### config.mk
export PLATFORM = sky130hd
export DESIGN_NAME = irq_return_unit
export DESIGN_NICKNAME = d
export VERILOG_FILES = /design/src/rtl/irtn_pkg.sv /design/src/rtl/irtn_seq.sv /design/src/rtl/irtn_capture.sv /design/src/rtl/irtn_flag_merge.sv /design/src/rtl/irq_return_unit.sv
export SDC_FILE = /design/constraint.sdc
export NUM_CORES = 1
export LEC_CHECK = 0
export BUFFER_PORTS_ARGS = -buffer_cell sky130_fd_sc_hd__buf_2
export CAP_MARGIN = 15
export CORE_UTILIZATION = 43
export CTS_CLUSTER_DIAMETER = 50
export CTS_CLUSTER_SIZE = 40
export DETAILED_ROUTE_END_ITERATION = 10
export GPL_TIMING_DRIVEN = 0
export PLACE_DENSITY = 0.68
export SKIP_CTS_REPAIR_TIMING = 1
export SYNTH_ARGS = -nofsm -noshare
export SYNTH_HDL_FRONTEND = slang
export SYNTH_SLANG_ARGS = --single-unit
### constraint.sdc
create_clock -name clk -period 4.85 [get_ports clk]
set_input_delay 0.2425 -clock clk [delete_from_list [all_inputs] [get_ports clk]]
set_output_delay 0.2425 -clock clk [all_outputs]
set_load 0.1 [all_outputs]
### src/rtl/irtn_pkg.sv
package irtn_pkg;

    // Flags word geometry (field positions are decoded by neighbouring logic).
    localparam int FLG_W      = 32;
    localparam int BIT_FIXED1 = 1;
    localparam int BIT_STEP   = 8;
    localparam int BIT_IRQEN  = 9;
    localparam int LVL_LO     = 12;
    localparam int LVL_HI     = 13;
    localparam int RING_W     = 2;

    // Bits that carry architectural meaning; the rest are reserved.
    localparam logic [FLG_W-1:0] DEFINED_MASK = 32'h0003_7FD5;

    // Number of stack words popped by one return.
    localparam int POP_WORDS = 3;

    typedef enum logic [2:0] {
        ST_IDLE,
        ST_FETCH_IP,
        ST_FETCH_SEL,
        ST_FETCH_FLG,
        ST_COMMIT
    } irtn_state_e;

    // Source of each bit of the rebuilt flags word.
    typedef enum logic [2:0] {
        SRC_IMAGE,
        SRC_ZERO,
        SRC_ONE,
        SRC_LVL_GATED,
        SRC_IRQ_GATED
    } bit_src_e;

    function automatic bit_src_e bit_source(input int b);
        if (b == BIT_FIXED1)              return SRC_ONE;
        if (b == BIT_IRQEN)               return SRC_IRQ_GATED;
        if (b >= LVL_LO && b <= LVL_HI)   return SRC_LVL_GATED;
        if (DEFINED_MASK[b])              return SRC_IMAGE;
        return SRC_ZERO;
    endfunction

endpackage

### src/rtl/irtn_seq.sv
module irtn_seq
    import irtn_pkg::*;
#(
    parameter int ADDR_W     = 32,
    parameter int WORD_BYTES = 4
) (
    input  logic              clk,
    input  logic              rst_n,
    input  logic              start,
    input  logic [ADDR_W-1:0] base_sp,
    output irtn_state_e       state,
    output logic              accept,
    output logic              commit,
    output logic              rd_en,
    output logic [ADDR_W-1:0] rd_addr
);

    localparam logic [ADDR_W-1:0] STEP = ADDR_W'(WORD_BYTES);

    irtn_state_e state_q, state_d;
    logic [ADDR_W-1:0] ptr_q;

    // State register and read pointer.
    always_ff @(posedge clk) begin
        if (!rst_n) begin
            state_q <= ST_IDLE;
            ptr_q   <= '0;
        end else begin
            state_q <= state_d;
            if (accept)
                ptr_q <= base_sp;
            else if (rd_en)
                ptr_q <= ptr_q + STEP;
        end
    end

    // Next-state logic.
    always_comb begin
        state_d = state_q;
        unique case (state_q)
            ST_IDLE:      if (start) state_d = ST_FETCH_IP;
            ST_FETCH_IP:  state_d = ST_FETCH_SEL;
            ST_FETCH_SEL: state_d = ST_FETCH_FLG;
            ST_FETCH_FLG: state_d = ST_COMMIT;
            ST_COMMIT:    state_d = ST_IDLE;
            default:      state_d = ST_IDLE;
        endcase
    end

    // Outputs decoded from state.
    always_comb begin
        accept  = 1'b0;
        commit  = 1'b0;
        rd_en   = 1'b0;
        unique case (state_q)
            ST_IDLE:      accept = start;
            ST_FETCH_IP,
            ST_FETCH_SEL,
            ST_FETCH_FLG: rd_en  = 1'b1;
            ST_COMMIT:    commit = 1'b1;
            default:      ;
        endcase
    end

    assign state   = state_q;
    assign rd_addr = ptr_q;

    AST_READ_ONLY_WHEN_BUSY: assert property (@(posedge clk) disable iff (!rst_n)
        rd_en |-> (state_q != ST_IDLE && state_q != ST_COMMIT));
    AST_READ_ADDR_STEP: assert property (@(posedge clk) disable iff (!rst_n)
        (state_q == ST_FETCH_SEL || state_q == ST_FETCH_FLG)
            |-> rd_addr == $past(rd_addr) + STEP);
    AST_BUSY_START_IGNORED: assert property (@(posedge clk) disable iff (!rst_n)
        (start && state_q != ST_IDLE) |=> state_q != ST_FETCH_IP);

endmodule

### src/rtl/irtn_capture.sv
module irtn_capture
    import irtn_pkg::*;
#(
    parameter int DATA_W = 32,
    parameter int SLOTS  = 2
) (
    input  logic                   clk,
    input  logic                   rst_n,
    input  irtn_state_e            state,
    input  logic [DATA_W-1:0]      rd_data,
    output logic [SLOTS-1:0][DATA_W-1:0] words
);

    // Slot k holds the word read in fetch step k; it arrives while the
    // controller sits in the state after that fetch.
    function automatic irtn_state_e landing_state(input int k);
        return (k == 0) ? ST_FETCH_SEL : ST_FETCH_FLG;
    endfunction

    for (genvar k = 0; k < SLOTS; k++) begin : g_slot
        logic [DATA_W-1:0] word_q;
        always_ff @(posedge clk) begin
            if (!rst_n)
                word_q <= '0;
            else if (state == landing_state(k))
                word_q <= rd_data;
        end
        assign words[k] = word_q;
    end

endmodule

### src/rtl/irtn_flag_merge.sv
module irtn_flag_merge
    import irtn_pkg::*;
(
    input  logic [FLG_W-1:0]  image,
    input  logic [FLG_W-1:0]  cur_flags,
    input  logic [RING_W-1:0] ring,
    output logic [FLG_W-1:0]  merged
);

    logic lvl_ok;
    logic irq_ok;
    logic [RING_W-1:0] old_lvl;

    // Guards use the level in force before the return.
    assign old_lvl = cur_flags[LVL_HI:LVL_LO];
    assign lvl_ok  = (ring == '0);
    assign irq_ok  = (ring <= old_lvl);

    for (genvar b = 0; b < FLG_W; b++) begin : g_bit
        localparam bit_src_e SRC = bit_source(b);
        if (SRC == SRC_ONE) begin : g_one
            assign merged[b] = 1'b1;
        end else if (SRC == SRC_ZERO) begin : g_zero
            assign merged[b] = 1'b0;
        end else if (SRC == SRC_IMAGE) begin : g_img
            assign merged[b] = image[b];
        end else if (SRC == SRC_LVL_GATED) begin : g_lvl
            assign merged[b] = lvl_ok ? image[b] : cur_flags[b];
        end else begin : g_irq
            assign merged[b] = irq_ok ? image[b] : cur_flags[b];
        end
    end

endmodule

### src/rtl/irq_return_unit.sv
module irq_return_unit
    import irtn_pkg::*;
#(
    parameter int ADDR_W = 32,
    parameter int SEL_W  = 16
) (
    input  logic              clk,
    input  logic              rst_n,
    input  logic              start,
    input  logic [31:0]       cur_flags,
    input  logic [1:0]        cur_ring,
    input  logic [ADDR_W-1:0] cur_sp,
    output logic              rd_en,
    output logic [ADDR_W-1:0] rd_addr,
    input  logic [31:0]       rd_data,
    output logic [31:0]       ret_flags,
    output logic [31:0]       ret_ip,
    output logic [SEL_W-1:0]  ret_sel,
    output logic [ADDR_W-1:0] ret_sp,
    output logic              done
);

    localparam int DATA_W     = FLG_W;
    localparam int WORD_BYTES = DATA_W / 8;
    localparam logic [ADDR_W-1:0] POP_BYTES = ADDR_W'(POP_WORDS * WORD_BYTES);
    localparam logic [FLG_W-1:0] RSV_ZERO = ~DEFINED_MASK & ~(FLG_W'(1) << BIT_FIXED1);

    irtn_state_e state;
    logic accept, commit;
    logic [1:0][DATA_W-1:0] words;
    logic [FLG_W-1:0]  merged;
    logic [FLG_W-1:0]  flags_q;
    logic [RING_W-1:0] ring_q;
    logic [ADDR_W-1:0] sp_q;

    irtn_seq #(
        .ADDR_W     (ADDR_W),
        .WORD_BYTES (WORD_BYTES)
    ) u_seq (
        .clk     (clk),
        .rst_n   (rst_n),
        .start   (start),
        .base_sp (cur_sp),
        .state   (state),
        .accept  (accept),
        .commit  (commit),
        .rd_en   (rd_en),
        .rd_addr (rd_addr)
    );

    irtn_capture #(
        .DATA_W (DATA_W),
        .SLOTS  (2)
    ) u_cap (
        .clk     (clk),
        .rst_n   (rst_n),
        .state   (state),
        .rd_data (rd_data),
        .words   (words)
    );

    irtn_flag_merge u_merge (
        .image     (rd_data),
        .cur_flags (flags_q),
        .ring      (ring_q),
        .merged    (merged)
    );

    // Latch the context presented with an accepted start.
    always_ff @(posedge clk) begin
        if (!rst_n) begin
            flags_q <= '0;
            ring_q  <= '0;
            sp_q    <= '0;
        end else if (accept) begin
            flags_q <= cur_flags;
            ring_q  <= cur_ring;
            sp_q    <= cur_sp;
        end
    end

    // All results commit together.
    always_ff @(posedge clk) begin
        if (!rst_n) begin
            ret_flags <= '0;
            ret_ip    <= '0;
            ret_sel   <= '0;
            ret_sp    <= '0;
            done      <= 1'b0;
        end else begin
            done <= commit;
            if (commit) begin
                ret_flags <= merged;
                ret_ip    <= words[0];
                ret_sel   <= words[1][SEL_W-1:0];
                ret_sp    <= sp_q + POP_BYTES;
            end
        end
    end

    AST_DONE_SINGLE: assert property (@(posedge clk) disable iff (!rst_n)
        done |=> !done);
    AST_SP_ADVANCE: assert property (@(posedge clk) disable iff (!rst_n)
        done |-> ret_sp == sp_q + POP_BYTES);
    AST_LVL_KEPT: assert property (@(posedge clk) disable iff (!rst_n)
        (done && ring_q != '0) |-> ret_flags[LVL_HI:LVL_LO] == flags_q[LVL_HI:LVL_LO]);
    AST_IRQEN_KEPT: assert property (@(posedge clk) disable iff (!rst_n)
        (done && ring_q > flags_q[LVL_HI:LVL_LO]) |-> ret_flags[BIT_IRQEN] == flags_q[BIT_IRQEN]);
    AST_RESERVED_FIXED: assert property (@(posedge clk) disable iff (!rst_n)
        done |-> (ret_flags[BIT_FIXED1] && (ret_flags & RSV_ZERO) == '0));

endmodule

==> results.ini, run 1 <==
[clocking]
cts.clk_slew.worst_paths_ns = 0.07
cts.sinks = 216
clk_path_buf_depth = 3
clockRootBuffer = clkbuf_16
insertion_delay_ns = 0.52
cts_tree = built
numCtsBuffers = 24
htreeDepth = 1

[critical_path]
cpLargestDelayFamily = buffers and inverters
worstPathBufferInverterCount = 4
start_kind = register
slowest_delay_ns = 0.44
worstPathRequired_ns = 4.61
slowest_stage = buf_2
critPathKind = register to output pin
worst_path_most_repeated_cell = buf_2
crit_fanout = 10
cp.arrival_ns = 2.40
worstPathCellList = buf_2 -> or2_2 -> clkbuf_1 -> nand2_1 -> inv_2 -> buf_2
crit_path_end_kind = output pin

[sta]
finalSetupTns_ns = 0
rsz0062_at_grt = false
hold-worst-slack_ns = -0.00771
min_period_ns = 2.64
slew_headroom_pct = 39.7
fmax_mhz = 379
hold_viol = 5
drv_slew = 0
setup_slack_ns = 2.21
period_share_pct = 54.5
setup_viol = 0
clock_skew_ns = 0.0278
tightest_slew_ns = 0.902

[placed_design]
dpl.cell_count = 1646
io_buffers = 200
pre_cts_slack_ns = 2.49
hpwl_um = 20800
routabilityCongestion = 0.901
placed_area_mm2 = 0.0104

[final_layout]
area_delta_synth_final_pct = 27.9
fillers = 1980
layoutNonFillerInstCount = 1718
final_core_utilization_pct = 56.6
regArea_mm2 = 0.00432
stdcell_area_mm2 = 0.0116
nNetsFinal = 1535
final_layout_size_suffix_gt1_share_pct = 20.4
multi_input_area_mm2 = 0.00423
diodes = 0

[floorplan]
fp.dieH_um = 147
die_area_mm2 = 0.0216
placementRows = 52
core_area_mm2 = 0.0204
die_w_um = 147
start_util_pct = 44.2
ioPinCount = 247

[drt]
routed_via_density = 5.28
dr.pass1.iters = 5
wl_per_cell_um = 16.4
drt_iter0_drc = 640
drc_errors = 0
ant_nets = 0
num_vias = 9076
routed_wl_um = 28300

[synthesis]
netlist_area_mm2 = 0.00904
ys_top_cells_by_area = dfxtp_1 (48%), nand2_1 (15%), a21oi_1 (10%)
synth_cell_types = 65
synth_top_family_by_area = simple AND/OR/NAND/NOR gates
yosysSeqAreaShare_pct = 47.9
ys_ff_latch = 216
async_flop_share_pct = 0
syn_area_per_cell_um2 = 7.79
yosys_warnings = 0
synthMuxAreaShare_pct = 0.471
synth_top_cell_by_area = dfxtp_1
synthAdderAreaFrac_pct = 0.554
synth-compound-area-share_pct = 18.3
synthTopCellsByCount = nand2_1 (353), dfxtp_1 (216), a21oi_1 (184)
synth_top_area_share_pct = 47.9
synth-simple-area-share_pct = 23.9
synth_top_flop_cell = dfxtp_1
synthMostInstantiatedCell = nand2_1
syn_inst = 1160
synth-xor-area-share_pct = 2.91
synth_edf_count = 0

[power]
p_leak_uw = 0.00462
p_per_area_mw_per_mm2 = 403
ir_drop_uv = 237

[global_route]
grt_util_all_layers_pct = 25.1
grt-ovfl-total = 0
grt_first_pass_wirelength_um = 43200
antenna_found_initial = 0
grt_pass1_vias = 8149
grt_max_degree = 19

[outcome]
status = complete, but fails checks
violations = negative hold slack

[min_path]
hold_path_class = input pin to register

[run]
max-cap-violations = 0

==> state kept, by name (all words and copies together), names as in the netlist <==
register	count
ret_sp	32
done	1
flags_q	3
ring_q	2
u_cap.g_slot.word_q	48
u_seq.rd_addr	32
sp_q	32
ret_ip	32
ret_flags	15
ret_sel	16
u_seq.state	3
==> cell type report <==
type                       instances  share of cell area [%]
sequential                       216                    37.4
clock buffer                      29                    5.63
clock inverter                    15                    1.68
buffer                            95                    4.11
multi-input combinational        846                    36.6
inverter                          19                   0.617
timing repair buffer             228                    11.1
tap                              270                    2.92
==> per-layer routing <==
layer / vias up / global-route usage (%) / wire length [µm]
met5: - / 0 / 0
met4: 0 / 7.99 / 737
met3: 55 / 3.76 / 2060
met2: 384 / 38.1 / 12300
met1: 4195 / 36.3 / 13200
li1: 4442 / - / -
==> cell usage in the layout (no fill, tap or decap), types with 5 or more instances in the layout <==
cell type | synthesis | layout
nand3_1 | 29 | 29
nor3_1 | 15 | 15
buf_4 | 17 | 17
and3_1 | 9 | 9
nand4_1 | 8 | 8
inv_6 | 0 | 5
clkinv_8 | 0 | 5
xor2_1 | 5 | 5
nor2_1 | 50 | 50
dfxtp_1 | 216 | 216
o21ai_0 | 38 | 38
buf_6 | 5 | 5
nand2_1 | 353 | 353
a21oi_1 | 184 | 184
dlygate4sd3_1 | 0 | 28
buf_2 | 11 | 211
clkbuf_1 | 60 | 63
conb_1 | 1 | 17
a211oi_1 | 10 | 10
xnor2_1 | 25 | 25
clkbuf_16 | 0 | 25
inv_1 | 17 | 17
a31oi_1 | 12 | 12
nor4_1 | 9 | 9
==> path summary, 6_finish.rpt <==
| check | cells after the start | to | slack [ns] | startpoint |
|---|---|---|---|---|
| worst max register to register | 7 | u_seq.rd_addr[11] | 2.36 | u_seq.state[0] |
| worst min register to register | 2 | ret_ip[14] | 0.45 | u_cap.g_slot[0].word_q[14] |
| worst min-delay path | 3 | u_cap.g_slot[0].word_q[8] | -0.008 | rd_data[8] |
| worst max-delay path | 6 | rd_en | 2.21 | u_seq.state[1] |
==> per-stage QoR <==
| step | total power (µW) | hold WS [ns] |
|---|---|---|
| after floorplan | 2560 | 0.378 |
| after global placement | 2760 | 0.437 |
| after detailed placement | 2770 | 0.442 |
| after CTS | 4640 | -0.0650 |
| after global routing | 4810 | 0.00189 |
| final | 4660 | -0.00771 |
==> worst min-delay path: cells and delay by family <==
family | cells | cell delay (ns)
AOI/OAI and AO/OA | 1 | 0.05
and+or+nand+nor | 1 | 0.06
buffers and inverters | 1 | 0.12
==> report_power, final <==
group          switching, µW  internal, µW
registers               83.2          1860
clock network            837          1060
logic                    626           196
==> kinds of logic (layout without fill, tap and decap cells) <==
| group | Yosys count | after routing |
|---|---|---|
| buffers and inverters | 114 | 386 |
| and+or+nand+nor | 500 | 500 |
| xor gates and xnor gates | 30 | 30 |
| adders and majority gates | 4 | 4 |
| other | 1 | 17 |
| muxes | 4 | 4 |
| AOI/OAI and AO/OA | 291 | 291 |
| DFF | 216 | 216 |
(Power assumes the default switching activity.)
==> inputs of run 2 (changes only) <==
==> constraint.sdc (replaced) <==
create_clock -name clk -period 2.6 [get_ports clk]
set_input_delay 0.13 -clock clk [delete_from_list [all_inputs] [get_ports clk]]
set_output_delay 0.13 -clock clk [all_outputs]
set_load 0.1 [all_outputs]
==> run 2 against run 1 <==
Compared with the run above: the flow now finishes without violations; combinational power is 95% higher; power grew 85%; core utilization is 1.9 points higher; critical path type unchanged; critical endpoint unchanged.
==> results.ini, run 2 (synthesized netlist as in run 1, its figures left out) <==
[global_route]
grt_util_all_layers_pct = 25.0  ; -0.032 points
grt_max_degree = 17  ; -2
grt_first_pass_wirelength_um = 43100  ; -0.26%
antenna_found_initial = 0  ; unchanged
grt-ovfl-total = 0  ; unchanged
grt_pass1_vias = 7901  ; -3.0%

[critical_path]
cpLargestDelayFamily = buffers and inverters
reg2reg_slack_ns = 0.18  ; -2.18 ns
start_kind = register
worstPathCellList = buf_2 -> or2_2 -> clkbuf_1 -> nand2_1 -> inv_2 -> clkbuf_4
critPathKind = register to output pin
cp.arrival_ns = 2.38  ; -0.02 ns
worstPathBufferInverterCount = 4  ; unchanged
r2r-end = sp_q[31]
crit_path_end_kind = output pin
slowest_stage = nand2_1
slowest_delay_ns = 0.40  ; -0.04 ns
r2r-start = u_seq.state[0]
crit_fanout = 10  ; unchanged
worstPathRequired_ns = 2.47  ; -2.14 ns
reg2reg_depth = 7  ; unchanged

[power]
power.total_uw = 8600  ; +85%
p_per_area_mw_per_mm2 = 720  ; +79%
ir_drop_uv = 540  ; +130%
p_leak_uw = 0.00479  ; +3.5%

[floorplan]
die_area_mm2 = 0.0216  ; unchanged
fp.dieH_um = 147  ; unchanged
start_util_pct = 44.2  ; unchanged
die_w_um = 147  ; unchanged
core_area_mm2 = 0.0204  ; unchanged
placementRows = 52  ; unchanged
ioPinCount = 247  ; unchanged

[clocking]
insertion_delay_ns = 0.52  ; about the same
clk_path_buf_depth = 3  ; unchanged
cts.sinks = 216  ; unchanged
htreeDepth = 1  ; unchanged
cts_tree = built
cts.clk_slew.worst_paths_ns = 0.06  ; about the same
numCtsBuffers = 24  ; unchanged
clockRootBuffer = clkbuf_16

[drt]
wl_per_cell_um = 16.6  ; +0.83%
dr.pass1.iters = 5  ; unchanged
drt_iter0_drc = 715  ; +12%
ant_nets = 0  ; unchanged
num_vias = 9314  ; +2.6%
routed_wl_um = 29100  ; +3.1%
routed_via_density = 5.30  ; +0.34%
drc_errors = 0  ; unchanged

[final_layout]
diodes = 0  ; unchanged
largest_register_ffs = 48  ; unchanged
area_delta_synth_final_pct = 32.2
stdcell_area_mm2 = 0.0119  ; +3.3%
largest-register = u_cap.g_slot.word_q
final_cell_mix = nand2_1 (353), dfxtp_1 (212), buf_2 (210), a21oi_1 (184), dlygate4sd3_1 (69)
final_layout_size_suffix_gt1_share_pct = 20.2  ; -0.20 points
nNetsFinal = 1576  ; +2.7%
layout_commonest_cell = nand2_1

[sta]
period_share_pct = 96.6
tightest_slew_ns = 0.826  ; -0.0755 ns
setup_viol = 0  ; unchanged
slew_headroom_pct = 44.9  ; +5.2 points
hold_viol = 0  ; -5
drv_slew = 0  ; unchanged
rsz0062_at_grt = false
clock_skew_ns = 0.0167  ; -0.0110 ns
min_period_ns = 2.51
fmax_mhz = 398
hold-worst-slack_ns = 0.0340  ; +0.0417 ns
setup_slack_ns = 0.0896  ; -2.12 ns
finalSetupTns_ns = 0  ; unchanged

[min_path]
hold_path_class = input pin to register
worstHoldStart = start
worstHoldEndpoint = u_seq.state[0]
whs_path_depth = 3  ; unchanged

[placed_design]
hpwl_um = 20700  ; -0.21%
io_buffers = 200  ; unchanged
pre_cts_slack_ns = 0.143  ; -2.35 ns
placed_area_mm2 = 0.0104  ; about the same
routabilityCongestion = 0.924  ; +2.5%

[run]
max-cap-violations = 0  ; unchanged

[outcome]
status = finished, final reports clean

-- run 2: cell count changes in the layout (fill, tap and decap cells not counted), sizes merged --
cell,change
bufinv,-1
clkbuf,-1
buf,-1
inv,+1
dlygate4sd3,+41
-- run 2: area by class of cell --
| cell class | instances | area (µm²) |
|---|---|---|
| multi-input cells | 846 | 4240 |
| clock inverters | 15 | 154 |
| fillers | 1891 | 8490 |
| flip-flops and latches | 216 | 4330 |
| repair buffers | 269 | 1690 |
| clock buffers | 27 | 643 |
| well taps | 270 | 338 |
| plain buffers | 95 | 475 |
| inverters | 19 | 71.3 |
-- run 2: worst max-delay path by stage --
stage / cells past startpoint / end / startpoint
after CTS: 7 / u_seq.rd_addr[9] / u_seq.state[0]
final: 6 / rd_en / u_seq.state[1]
after global routing: 6 / rd_en / u_seq.state[0]
after floorplan: 5 / u_seq.rd_addr[29] / u_seq.rd_addr[14]
after global placement: 7 / u_seq.rd_addr[9] / u_seq.state[0]
after detailed placement: 7 / u_seq.rd_addr[8] / u_seq.state[0]
-- run 2: per-layer routing --
| layer | vias up | global-route usage [%] | part of all wire (%) |
|---|---|---|---|
| met3 | 73 | 3.70 | 8.0 |
| met4 | 0 | 8.09 | 2.9 |
| li1 | 4530 | - | - |
| met2 | 431 | 38.2 | 44 |
| met1 | 4280 | 36.2 | 45 |
| met5 | - | 0 | 0 |
-- run 2: through the flow --
| stage | cells | util [%] |
|---|---|---|
| 6_report | 1757 | 58.5 |
| 2_1_floorplan | 1176 | - |
| 5_1_grt | 1757 | 58.5 |
| 3_5_place_dp | 1646 | 51.1 |
| 3_3_place_gp | 1646 | 51.1 |
| 4_1_cts | 1688 | 55.0 |
-- run 2: power breakdown --
part	internal, µW	leakage [µW]	total [µW]	switching [µW]
clock network	1860	0.000389	3380	1520
logic	409	0.00264	1600	1190
registers	3460	0.00175	3620	157
-- run 2: worst register-to-register path, delay by kind of cell, from the launching register on --
| kind | cells | cell delay [ns] |
|---|---|---|
| AND/OR/NAND/NOR | 2 | 0.79 |
| AO/OA/AOI/OAI | 1 | 0.07 |
| buffers and inverters | 4 | 1.11 |
| flip-flops | 1 | 0.30 |
==> inputs of run 3 (changes only) <==
--- a/config.mk
+++ b/config.mk
@@ -12,8 +12,9 @@
 export CTS_CLUSTER_SIZE = 40
 export DETAILED_ROUTE_END_ITERATION = 10
 export GPL_TIMING_DRIVEN = 0
-export PLACE_DENSITY = 0.68
+export PLACE_DENSITY = 0.65
 export SKIP_CTS_REPAIR_TIMING = 1
 export SYNTH_ARGS = -nofsm -noshare
 export SYNTH_HDL_FRONTEND = slang
+export SYNTH_HIERARCHICAL = 1
 export SYNTH_SLANG_ARGS = --single-unit
==> run 3 against run 2 <==
Compared with the run above: worst setup slack better by 0.16 ns; clock power is 35% higher; sequential power is 8.6% higher; core utilization is 0.74 points higher; global-route usage decreased by 2.2 points.
==> results.ini, run 3 <==
[placed_design]
io_buffers = 217  ; +8.5%
pre_cts_slack_ns = -0.367  ; -0.510 ns
hpwl_um = 20900  ; +0.74%
routabilityCongestion = 0.898  ; -2.8%
dpl.cell_count = 1648  ; +0.12%

[synthesis]
syn_inst = 1102  ; -5.0%
syn_area_per_cell_um2 = 9.18  ; +18%
netlist_area_mm2 = 0.0101  ; +12%
yosys_warnings = 6  ; +6

[drt]
num_vias = 9179  ; -1.4%
drc_errors = 0  ; unchanged
drt_iter0_drc = 678  ; -5.2%
wl_per_cell_um = 16.7  ; +0.57%
routed_wl_um = 29600  ; +1.4%
ant_nets = 0  ; unchanged
dr.pass1.iters = 5  ; unchanged
routed_via_density = 5.18  ; -2.3%

[global_route]
grt_pass1_vias = 8106  ; +2.6%
grt_util_all_layers_pct = 22.8  ; -2.2 points
antenna_found_initial = 0  ; unchanged
grt-ovfl-total = 0  ; unchanged
grt_first_pass_wirelength_um = 44100  ; +2.5%
grt_max_degree = 23  ; +6

[clocking]
numCtsBuffers = 29  ; +21%
cts.sinks = 233  ; +7.9%
clockRootBuffer = clkbuf_16
clk_path_buf_depth = 3  ; unchanged
cts.clk_slew.worst_paths_ns = 0.07  ; about the same
htreeDepth = 1  ; unchanged
insertion_delay_ns = 0.55  ; +0.03 ns
cts_tree = built

[critical_path]
crit_fanout = 18  ; +8
worstPathCellList = or4b_2 -> inv_4 -> clkbuf_1 -> clkbuf_2 -> clkbuf_4 -> mux2i_1 -> nor2_1
start_kind = register
slowest_stage = or4b_2
cp.arrival_ns = 2.77  ; +0.39 ns
slowest_delay_ns = 0.74  ; +0.34 ns
r2r-start = u_seq/state[0]
worstPathRequired_ns = 3.02  ; +0.55 ns
startpoint = u_seq/state[0]
critPathKind = register to register
crit_path_end_kind = register

[sta]
fmax_mhz = 425  ; +6.7%
rsz0062_at_grt = false
drv_slew = 0  ; unchanged
setup_slack_ns = 0.247  ; +0.157 ns
slew_headroom_pct = 49.3  ; +4.4 points
tightest_slew_ns = 0.754  ; -0.0720 ns
setup_viol = 0  ; unchanged
hold_viol = 0  ; unchanged
period_share_pct = 90.5  ; -6.1 points
clock_skew_ns = 0.0233  ; +0.00656 ns
min_period_ns = 2.35  ; -0.157 ns

[final_layout]
final_cell_mix = dfxtp_1 (227), buf_2 (224), mux2i_1 (167), nor2_1 (151), nand2_1 (118)
nNetsFinal = 1541  ; -2.2%
largest-register = u_cap/g_slot.word_q
layoutNonFillerInstCount = 1772  ; +0.85%
regArea_mm2 = 0.00467  ; +7.9%
layout_commonest_cell = dfxtp_1
area_delta_synth_final_pct = 33.7
multi_input_area_mm2 = 0.00481  ; +14%
final_layout_size_suffix_gt1_share_pct = 24.1  ; +4.0 points
fillers = 2052  ; +8.5%
largest_register_ffs = 48  ; unchanged
diodes = 0  ; unchanged

[power]
ir_drop_uv = 551  ; +2.0%
p_per_area_mw_per_mm2 = 746  ; +3.6%
p_leak_uw = 0.00562  ; +17%

[floorplan]
die_w_um = 155  ; +5.7%
fp.dieH_um = 155  ; +5.7%
placementRows = 55  ; +5.8%
core_area_mm2 = 0.0228  ; +12%
ioPinCount = 247  ; unchanged
die_area_mm2 = 0.0241  ; +12%
start_util_pct = 44.3  ; about the same

[outcome]
status = finished, final reports clean

[run]
max-cap-violations = 0  ; unchanged

[min_path]
hold_path_class = input pin to register
worstHoldStart = cur_sp[11]

-- run 3: report_power, final --
group	switching, µW	internal (µW)	total, µW	leakage [µW]
Combinational	1100	489	1590	0.00317
Clock	1850	2710	4560	0.000549
Sequential	192	3740	3930	0.00189
-- run 3: worst paths after layout --
| path | cells after the start | to | slack, ns |
|---|---|---|---|
| worst max-delay path | 7 | sp_q[19] | 0.25 |
| worst min-delay path | 4 | sp_q[11] | 0.39 |
| worst max register to register | 7 | sp_q[19] | 0.25 |
| worst min register to register | 2 | u_cap/g_slot[0].word_q[6] | 0.46 |
-- run 3: final cells by class --
type / instances / area share (%)
Tap cell: 313 / 2.90
Multi-Input combinational cell: 759 / 35.6
Inverter: 14 / 0.407
Sequential cell: 233 / 34.5
Timing Repair Buffer: 288 / 13.3
Clock buffer: 33 / 5.77
Clock inverter: 21 / 2.64
Buffer: 111 / 4.88
-- run 3: through the flow --
step           cell area [µm²]  total power [µW]  setup TNS [ns]  util [%]  hold WS, ns
2_1_floorplan            10200              5140         -0.0644         -        0.266
3_3_place_gp             11700              5480           -9.00      51.0        0.370
3_5_place_dp             11700              5500           -9.38      51.0        0.380
4_1_cts                  12800             10100          -11.28      56.0       -0.192
5_1_grt                  13500             10400               0      59.2        0.386
6_report                 13500             10100               0      59.2        0.392
-- run 3: critical path: cells and delay by family (launching register included) --
| family | cells | cell delay, ns |
|---|---|---|
| DFF | 1 | 0.40 |
| and+or+nand+nor | 2 | 0.79 |
| buffers and inverters | 4 | 0.82 |
| muxes | 1 | 0.21 |
-- run 3: layer usage --
layer / GRT usage (%) / wire length, µm / up-vias
li1: - / - / 4523
met1: 32.4 / 13900 / 4322
met2: 36.2 / 13400 / 290
met3: 3.51 / 1660 / 44
met4: 5.74 / 541 / 0
met5: 0 / 0 / -
